==> config.mk <==
export PLATFORM = sky130hd
export DESIGN_NAME = ovl_flash_emu
export DESIGN_NICKNAME = d
export VERILOG_FILES = /design/src/rtl/ovl_pkg.sv /design/src/rtl/ovl_ctl_reg.sv /design/src/rtl/ovl_arm.sv /design/src/rtl/ovl_route.sv /design/src/rtl/ovl_guard.sv /design/src/rtl/ovl_flash_emu.sv
export SDC_FILE = /design/constraint.sdc
export NUM_CORES = 1
export LEC_CHECK = 0
export BUFFER_PORTS_ARGS = -buffer_cell sky130_fd_sc_hd__buf_2
export CAP_MARGIN = 40
export CORE_UTILIZATION = 45
export CTS_CLUSTER_DIAMETER = 100
export DETAILED_ROUTE_END_ITERATION = 16
export PLACE_DENSITY = 0.87
export SYNTH_ARGS = -nofsm -noshare
export SYNTH_HDL_FRONTEND = slang
export SYNTH_SLANG_ARGS = --single-unit
==> constraint.sdc <==
create_clock -name clk -period 14.2 [get_ports clk]
set_input_delay 4.26 -clock clk [delete_from_list [all_inputs] [get_ports clk]]
set_output_delay 4.26 -clock clk [all_outputs]
set_load 0.02 [all_outputs]
==> src/rtl/ovl_pkg.sv <==
package ovl_pkg;

    localparam int ADDR_W = 16;
    localparam int CTL_W  = 8;
    localparam logic [CTL_W-1:0] CTL_RESET = 8'h08;

    // Overlay select encoding; bit order {bit7, bit6} is behaviour.
    typedef enum logic [1:0] {
        OVL_OFF    = 2'b00,
        OVL_NARROW = 2'b01,
        OVL_WIDE   = 2'b10,
        OVL_DEFER  = 2'b11
    } ovl_mode_e;

    // Control register layout.
    typedef struct packed {
        ovl_mode_e  mode;       // [7:6]
        logic       clk_dbl;    // [5]
        logic       spare;      // [4]
        logic [1:0] wait_mode;  // [3:2]
        logic [1:0] wait_cnt;   // [1:0]
    } ctl_reg_t;

    // One overlay window: flash-side base, length, RAM-side base.
    typedef struct packed {
        logic [ADDR_W-1:0] flash_base;
        logic [ADDR_W-1:0] span;
        logic [ADDR_W-1:0] ram_base;
    } window_t;

    typedef struct packed {
        logic              flash_sel;
        logic              ram_sel;
        logic [ADDR_W-1:0] ram_addr;
    } route_t;

    typedef struct packed {
        logic p;
        logic e;
        logic v;
    } flash_req_t;

    function automatic window_t window_of(ovl_mode_e m);
        window_t w;
        unique case (m)
            OVL_NARROW: w = '{flash_base: 16'h0080, span: 16'h0080, ram_base: 16'hFC80};
            OVL_WIDE:   w = '{flash_base: 16'h0080, span: 16'h0100, ram_base: 16'hFC80};
            OVL_DEFER:  w = '{flash_base: 16'h0000, span: 16'h0080, ram_base: 16'hFC00};
            default:    w = '{flash_base: 16'h0000, span: 16'h0000, ram_base: 16'h0000};
        endcase
        return w;
    endfunction

    function automatic logic in_window(logic [ADDR_W-1:0] a, window_t w);
        logic [ADDR_W-1:0] off;
        off = a - w.flash_base;
        return (a >= w.flash_base) && (off < w.span);
    endfunction

    function automatic logic single_select(ovl_mode_e m);
        return (m == OVL_NARROW) || (m == OVL_WIDE);
    endfunction

endpackage

==> src/rtl/ovl_ctl_reg.sv <==
module ovl_ctl_reg
    import ovl_pkg::*;
#(
    parameter logic [CTL_W-1:0] RESET_VAL = CTL_RESET
) (
    input  logic             clk,
    input  logic             rst,
    input  logic             hw_stby,
    input  logic             wr,
    input  logic [CTL_W-1:0] wdata,
    output ctl_reg_t         ctl_q
);

    always_ff @(posedge clk) begin
        if (rst || hw_stby) begin
            ctl_q <= ctl_reg_t'(RESET_VAL);
        end else if (wr) begin
            ctl_q <= ctl_reg_t'(wdata);
        end
    end

endmodule

==> src/rtl/ovl_arm.sv <==
module ovl_arm
    import ovl_pkg::*;
(
    input  logic      clk,
    input  logic      rst,
    input  ovl_mode_e mode,
    input  logic      irq_in,
    input  logic      vpp_hi,
    output logic      trig_q
);

    logic deferred;
    logic trig_d;

    always_comb begin
        deferred = (mode == OVL_DEFER);
        // Hold while voltage stays and the deferred encoding is kept;
        // set only by an interrupt seen with voltage present.
        trig_d   = deferred && vpp_hi && (trig_q || irq_in);
    end

    always_ff @(posedge clk) begin
        if (rst) begin
            trig_q <= 1'b0;
        end else begin
            trig_q <= trig_d;
        end
    end

endmodule

==> src/rtl/ovl_route.sv <==
module ovl_route
    import ovl_pkg::*;
#(
    parameter logic [ADDR_W-1:0] FLASH_LIMIT = 16'hE000,
    parameter logic [ADDR_W-1:0] RAM_LO      = 16'hF780,
    parameter logic [ADDR_W-1:0] RAM_HI      = 16'hFF7F
) (
    input  ovl_mode_e         mode,
    input  logic              trig,
    input  logic [ADDR_W-1:0] addr,
    output route_t            route
);

    window_t           win;
    logic              live;
    logic              hit;
    logic              native_ram;
    logic              native_flash;
    logic [ADDR_W-1:0] offset;

    always_comb begin
        win          = window_of(mode);
        live         = (mode != OVL_OFF) && ((mode != OVL_DEFER) || trig);
        hit          = live && in_window(addr, win);
        offset       = addr - win.flash_base;
        native_ram   = (addr >= RAM_LO) && (addr <= RAM_HI);
        native_flash = (addr < FLASH_LIMIT);

        route.flash_sel = native_flash && !hit;
        route.ram_sel   = hit || native_ram;
        route.ram_addr  = hit ? (win.ram_base + offset) : addr;
    end

endmodule

==> src/rtl/ovl_guard.sv <==
module ovl_guard
    import ovl_pkg::*;
(
    input  ovl_mode_e  mode,
    input  flash_req_t req,
    output flash_req_t grant
);

    localparam int N_LANES = 2;  // program and erase are gated alike

    logic               protect;
    logic [N_LANES-1:0] lane_req;
    logic [N_LANES-1:0] lane_gnt;

    assign protect  = single_select(mode);
    assign lane_req = {req.e, req.p};

    for (genvar i = 0; i < N_LANES; i++) begin : g_lane
        assign lane_gnt[i] = lane_req[i] && !protect;
    end

    assign grant.p = lane_gnt[0];
    assign grant.e = lane_gnt[1];
    assign grant.v = req.v;

endmodule

==> src/rtl/ovl_flash_emu.sv <==
module ovl_flash_emu
    import ovl_pkg::*;
#(
    parameter logic [15:0] FLASH_LIMIT = 16'hE000,
    parameter logic [15:0] RAM_LO      = 16'hF780,
    parameter logic [15:0] RAM_HI      = 16'hFF7F
) (
    input  logic        clk,
    input  logic        rst,
    input  logic        hw_stby,
    input  logic        reg_wr,
    input  logic [7:0]  reg_wdata,
    output logic [7:0]  reg_rdata,
    input  logic        irq_in,
    input  logic        vpp_hi,
    input  logic [15:0] cpu_addr,
    output logic        flash_sel,
    output logic        ram_sel,
    output logic [15:0] ram_addr,
    input  logic        req_p,
    input  logic        req_e,
    input  logic        req_v,
    output logic        prog_allow,
    output logic        erase_allow,
    output logic        verify_allow
);

    ctl_reg_t   ctl_q;
    logic       trig_q;
    route_t     route;
    flash_req_t req;
    flash_req_t grant;

    ovl_ctl_reg #(.RESET_VAL(CTL_RESET)) u_reg (
        .clk    (clk),
        .rst    (rst),
        .hw_stby(hw_stby),
        .wr     (reg_wr),
        .wdata  (reg_wdata),
        .ctl_q  (ctl_q)
    );

    ovl_arm u_arm (
        .clk   (clk),
        .rst   (rst),
        .mode  (ctl_q.mode),
        .irq_in(irq_in),
        .vpp_hi(vpp_hi),
        .trig_q(trig_q)
    );

    ovl_route #(
        .FLASH_LIMIT(FLASH_LIMIT),
        .RAM_LO     (RAM_LO),
        .RAM_HI     (RAM_HI)
    ) u_route (
        .mode (ctl_q.mode),
        .trig (trig_q),
        .addr (cpu_addr),
        .route(route)
    );

    assign req = '{p: req_p, e: req_e, v: req_v};

    ovl_guard u_guard (
        .mode (ctl_q.mode),
        .req  (req),
        .grant(grant)
    );

    assign reg_rdata    = ctl_q;
    assign flash_sel    = route.flash_sel;
    assign ram_sel      = route.ram_sel;
    assign ram_addr     = route.ram_addr;
    assign prog_allow   = grant.p;
    assign erase_allow  = grant.e;
    assign verify_allow = grant.v;

endmodule

==> out/qor.txt, run 1 <==
status: completed
most used cell along the critical path: ha_1
Final nets: 218
hold wc startpoint: u_reg.ctl_q[2]
ant diodes: 0
initial core utilization: 49.5%
total gr overflow: 0
Port Buffers: 45
# Post-CTS Setup Buffers: 0
PnR worst setup slack: 3.28 ns
fin crit share: 76.9%
routed wire length: 2520 um
Sw Ratio: 34.2%
TritonRoute pass-1 iters: 4
worst-path maximum fanout: 6
hpwl dp: 2150 um
fin. max-slew vios: 0
Global Route Usage Sum: 20.0%
Mean Syn Cell Area: 8.36 um2
Switch Pwr: 0.0259 mW
Fin Setup TNS: 0 ns
Clock Pin Slew Worst Setup and Hold Paths: 0.06 ns
CP bufs+invs: 3
syn nets: 183
post-synth cell types: 41
Post-Syn Area: 1140 um2
Clock Skew: 0.0000389 ns
Routed Antenna Nets: 0
WP data required: 9.94 ns
worst min-delay path class: reg -> reg
maximum clock frequency: 91.6 MHz
Reg2Reg Depth: 3
1st-iter DRT viols: 19
Post-CTS Resized: 0
routed vias/inst: 5.30
Clock Path Buffers: 2
Critical R2R Launch: u_reg.ctl_q[6]
Worst Max-Slew Pin Slew: 0.355 ns
RSZ-0062 raised after global routing: false
post-layout min period: 10.92 ns
synthesis-to-finish area growth: 14.7%
Top delay family on crit path: adder cells
clock share of power: 24.6%
Fillers: 224
Sequential Area: 180 um2
Routed wire per std cell: 12.7 um
Crit path largest cell delay: 0.35 ns
htree depth: 1
share of cells above drive strength 1: 34.7%
DP Worst Slack: 3.30 ns
DRC: 0
maxcap violations: 0
chip width: 52.3 um
Die Ht: 52.3 um
register area share after synthesis: 15.8%
Hold-fix buffers, CTS: 0
Final setup viols: 0
Post-Syn Instances: 136
Crit Path Class: in -> out
Critical Path, Cell by Cell: buf_2, inv_1, ha_1, ha_1, nand2_1, xnor2_1, ha_1, a21oi_1, o21ai_1, o31ai_2, xnor2_1, a21o_1, buf_2
placed insts: 194
Layout Cells excl Fill: 198
Yosys reg bits: 9
Max IR drop VDD: 0.0492 mV
CTS Buf Count: 3
Final Hold Vio Count: 0
R2R Setup Slk: 13.34 ns
relative slew slack: 76.3%
Root Buffer Master: clkbuf_4
row cnt: 17
Slowest cell on crit path: ha_1
Hold Path Stages: 2
vias in the first global route: 1027
Critical Path AT: 6.66 ns
core area: 2300 um2
first-pass GRT wire length: 4130 um
Pwr Density: 58.2 nW/um2
Comb pwr share: 40.4%
routability cong.: 0.866
Reg-to-Reg End: u_arm.trig_q
clk sinks: 9
CTS tree: yes
Leak: 0.677 nW
Flop pwr share: 35.0%
largest net degree at the start of global routing: 15
Multi-input gate area: 808 um2
hold endpoint: u_reg.ctl_q[2]
Top-Level Pins: 62
Worst-Skew Late Latency: 0.25 ns
startpoint class of the critical path: input port
initial antenna violation count: 0
vias: 1049
Synthesis Warnings: 0
crit end category: output port
Internal Power: 0.0500 mW
die area: 2730 um2
## flip-flops by register name, indices dropped and copies added, names as in the netlist
signal and flops:
u_arm.trig_q 1, u_reg.ctl_q 8
## power by group through the flow
stage               clock [mW]  sequential, mW  combinational (mW)
global placement             0          0.0270              0.0293
global route            0.0208          0.0267              0.0340
floorplan                    0          0.0280              0.0240
CTS                     0.0195          0.0266              0.0308
finish                  0.0186          0.0266              0.0307
detailed placement           0          0.0271              0.0307
## worst reg2reg max path, stage by stage (launching register included)
cell,delay [ns]
dfxtp_1,0.40
ha_1,0.21
nand2_1,0.06
nor3_1,0.11
## how the worst max path moves through the flow
stage,from,end,cells past startpoint
floorplan,cpu_addr[7],ram_addr[14],12
global placement,cpu_addr[7],ram_addr[14],13
CTS,cpu_addr[7],ram_addr[14],13
finish,cpu_addr[7],ram_addr[14],13
global route,cpu_addr[7],ram_addr[13],13
detailed placement,cpu_addr[7],ram_addr[14],13
## cell usage after synthesis, drive strengths merged
library cell	number	area share (%)
buf	12	9.5
nor3b	2	1.3
nor2	12	4.0
clkbuf	3	0.99
a211oi	1	1.1
o21a	1	0.66
nand3b	1	0.66
a21o	4	2.9
inv	8	2.6
and3	1	0.55
nand2	8	2.9
nand4b	1	0.77
ha	14	15
o21ai	6	3.3
o31ai	2	2.2
a31oi	2	1.1
dfxtp	9	16
a31o	1	0.77
o211a	1	1.5
nand4	2	1.1
mux2i	7	6.2
xnor2	7	6.1
or2	2	1.1
a211o	2	1.5
xor2	9	6.9
and4	1	0.77
nand3	2	0.88
nand2b	2	1.1
o21bai	1	0.66
a21oi	4	1.8
nor2b	4	2.2
nor3	4	1.8
## kinds of logic after synthesis
family	after synthesis	share of synthesized area, %
AOI/OAI and AO/OA	25	17.5
DFF	9	15.8
muxes	7	6.16
and+or+nand+nor	42	19.0
xor gates and xnor gates	16	13.0
adders and majority gates	14	15.4
buffers and inverters	23	13.1
## cell type report
cell class	instances	area share, %
clock buffer	4	2.01
inverter	8	2.30
multi-input combinational	104	61.9
sequential	9	13.8
tap	28	2.68
timing repair buffer	45	17.3
## placed cells by master (no fill, tap or decap), types with 2 or more instances in the layout
cell      instances
nand2_1           7
o21ai_0           2
nor3b_1           2
a21oi_1           4
a21o_1            2
xor2_1            9
dfxtp_1           9
a31oi_1           2
mux2i_1           7
o31ai_2           2
xnor2_1           6
a211o_1           2
nor2_1           12
buf_2            45
o21ai_1           2
a21o_2            2
clkbuf_4          3
nor3_1            4
nand3_1           2
o21ai_2           2
nand2b_1          2
inv_1             8
nand4_1           2
ha_1             14
nor2b_1           4
## stage by stage
| step | cell area (um2) | util (%) | hold slack, ns | total power, mW |
|---|---|---|---|---|
| after CTS | 1310 | 56.8 | 0.494 | 0.0769 |
| after global placement | 1280 | 55.7 | 0.469 | 0.0564 |
| after global routing | 1310 | 56.8 | 0.549 | 0.0816 |
| final | 1310 | 56.8 | 0.489 | 0.0759 |
| after detailed placement | 1280 | 55.7 | 0.486 | 0.0578 |
| after floorplan | 1140 | - | 0.467 | 0.0520 |
## per-layer routing
layer | up-vias | global-route usage (%) | routed length [um]
met1 | 471 | 21.6 | 1030
met4 | 0 | 8.33 | 51
met5 | - | 0 | 0
met3 | 10 | 1.16 | 113
li1 | 524 | - | -
met2 | 44 | 39.3 | 1330
Note: power is estimated with default switching activity, not from simulation.
==> run 2: changes to the inputs <==
- CORE_UTILIZATION: 45 -> 40
- PLACE_DENSITY: 0.87 -> 0.82
- clock period: 14.2 -> 9.2 ns (I/O delays scaled with it)
==> out/qor.txt, run 2 (synthesis results as in run 1) <==
status: completed (unchanged)
Crit Path Class: in -> out (unchanged)
vias in the first global route: 964 (was 1027)
RSZ-0062 raised after global routing: false (unchanged)
routability cong.: 0.785 (was 0.866)
Top-Level Pins: 62 (unchanged)
most used cell along the critical path: ha_1 (unchanged)
hold wc startpoint: u_arm.trig_q (was u_reg.ctl_q[2])
Routed Antenna Nets: 0 (unchanged)
Clock Pin Slew Worst Setup and Hold Paths: 0.06 ns (about the same)
post-layout min period: 7.80 ns
Leak: 0.677 nW (unchanged)
final core utilization: 50.5% (was 56.8%)
R2R Setup Slk: 8.34 ns (was 13.34 ns)
chip width: 55.3 um (was 52.3 um)
Critical R2R Launch: u_reg.ctl_q[7] (was u_reg.ctl_q[6])
most common cell after layout, fill and taps aside: buf_2 (unchanged)
Fin Setup TNS: 0 ns (unchanged)
PnR worst setup slack: 1.40 ns (was 3.28 ns)
Final setup viols: 0 (unchanged)
Sequential Area: 180 um2 (unchanged)
Die Ht: 55.3 um (was 52.3 um)
post-route cell area: 1310 um2 (about the same)
first-pass GRT wire length: 3910 um (was 4130 um)
CTS tree: yes (unchanged)
ant diodes: 0 (unchanged)
worst min-delay path class: reg -> reg (unchanged)
crit end category: output port (unchanged)
Hold-fix buffers, CTS: 0 (unchanged)
initial core utilization: 43.9% (was 49.5%)
fin crit share: 84.8%
clk sinks: 9 (unchanged)
biggest regs: u_reg.ctl_q (8), u_arm.trig_q (1) (unchanged)
maxcap violations: 0 (unchanged)
Multi-input gate area: 808 um2 (unchanged)
fin. max-slew vios: 0 (unchanged)
Fillers: 253 (was 224)
routed wire length: 2110 um (was 2520 um)
Routed wire per std cell: 10.6 um (was 12.7 um)
# Post-CTS Setup Buffers: 0 (unchanged)
Root Buffer Master: clkbuf_4 (unchanged)
largest reg by FF count: u_reg.ctl_q (unchanged)
CP startpoint: cpu_addr[7] (unchanged)
synthesis-to-finish area growth: 15.0% (was 14.7%)
dpl cell area: 1280 um2 (about the same)
row cnt: 18 (was 17)
Critical Path, Cell by Cell: buf_2, inv_1, ha_1, ha_1, nand2_1, xnor2_1, ha_1, a21oi_1, o21ai_1, o31ai_2, xnor2_1, a21o_1, buf_2 (unchanged)
Post-CTS Resized: 0 (unchanged)
share of cells above drive strength 1: 34.7% (unchanged)
Port Buffers: 45 (unchanged)
Global Route Usage Sum: 15.2% (was 20.0%)
startpoint class of the critical path: input port (unchanged)
DRC: 0 (unchanged)
DP Worst Slack: 1.38 ns (was 3.30 ns)
total gr overflow: 0 (unchanged)
most frequent cells in the layout: buf_2, ha_1, nor2_1, xor2_1, dfxtp_1 (unchanged)
relative slew slack: 78.2% (was 76.3%)
Reg2Reg Depth: 3 (unchanged)
worst-path maximum fanout: 6 (unchanged)
Hold Path Stages: 2 (unchanged)
Worst-Skew Late Latency: 0.26 ns (was 0.25 ns)
largest net degree at the start of global routing: 15 (unchanged)
WP data required: 6.44 ns (was 9.94 ns)
Final Hold Vio Count: 0 (unchanged)
initial antenna violation count: 0 (unchanged)
maximum clock frequency: 128 MHz
Clock Path Buffers: 2 (unchanged)
Pwr Density: 90.1 nW/um2 (was 58.2 nW/um2)
core area: 2590 um2 (was 2300 um2)
CTS Buf Count: 3 (unchanged)
hpwl dp: 1750 um (was 2150 um)
1st-iter DRT viols: 21 (was 19)
Crit path largest cell delay: 0.35 ns (about the same)
Slowest cell on crit path: ha_1 (unchanged)
Power, Total: 0.118 mW (was 0.0759 mW)
Final nets: 218 (unchanged)
max FFs per register: 8 (unchanged)
TritonRoute pass-1 iters: 4 (unchanged)
routed vias/inst: 5.05 (was 5.30)
Max IR drop VDD: 0.0772 mV (was 0.0492 mV)
vias: 1009 (was 1049)
Worst Max-Slew Pin Slew: 0.326 ns (was 0.355 ns)
die area: 3060 um2 (was 2730 um2)
Clock Skew: 0.00103 ns (was 0.0000389 ns)
htree depth: 1 (unchanged)
Critical Path AT: 5.04 ns (was 6.66 ns)
## run 2: cell counts in the layout (fill, tap and decap cells not counted)
No cell type changed its count.
## run 2: area by class of cell
cell class                 instances  area share (%)
timing repair buffer              45            17.2
clock buffer                       4            2.01
multi-input combinational        104            61.8
sequential                         9            13.8
inverter                           8            2.30
tap                               30            2.87
## run 2: path summary, 6_finish.rpt
kind | end
max | ram_addr[14]
min reg2reg | u_arm.trig_q
max reg2reg | u_arm.trig_q
min | u_arm.trig_q
## run 2: routing by layer
metal  GRT usage [%]  wire [um]  up-vias
met1            18.9        984      444
met5               0          0        -
met4            8.93         40        0
met2            25.6        968       35
met3           0.937        115        7
li1                -          -      523
## run 2: critical path, delay by kind of cell
| kind | cells | cell delay (ns) |
|---|---|---|
| and+or+nand+nor | 1 | 0.13 |
| adders and majority gates | 3 | 0.85 |
| xor gates and xnor gates | 2 | 0.29 |
| buffers and inverters | 3 | 0.35 |
| AOI/OAI and AO/OA | 4 | 0.66 |
## run 2: where the power goes
part | internal (mW) | total [mW] | switching (mW)
Sequential | 0.0402 | 0.0410 | 0.000785
Clock | 0.0167 | 0.0308 | 0.0141
Combinational | 0.0203 | 0.0461 | 0.0258
## run 2: stage by stage
step,hold WS (ns),instances
floorplan,0.467,136
global route,0.537,200
global placement,0.474,196
CTS,0.493,200
finish,0.486,200
detailed placement,0.481,196
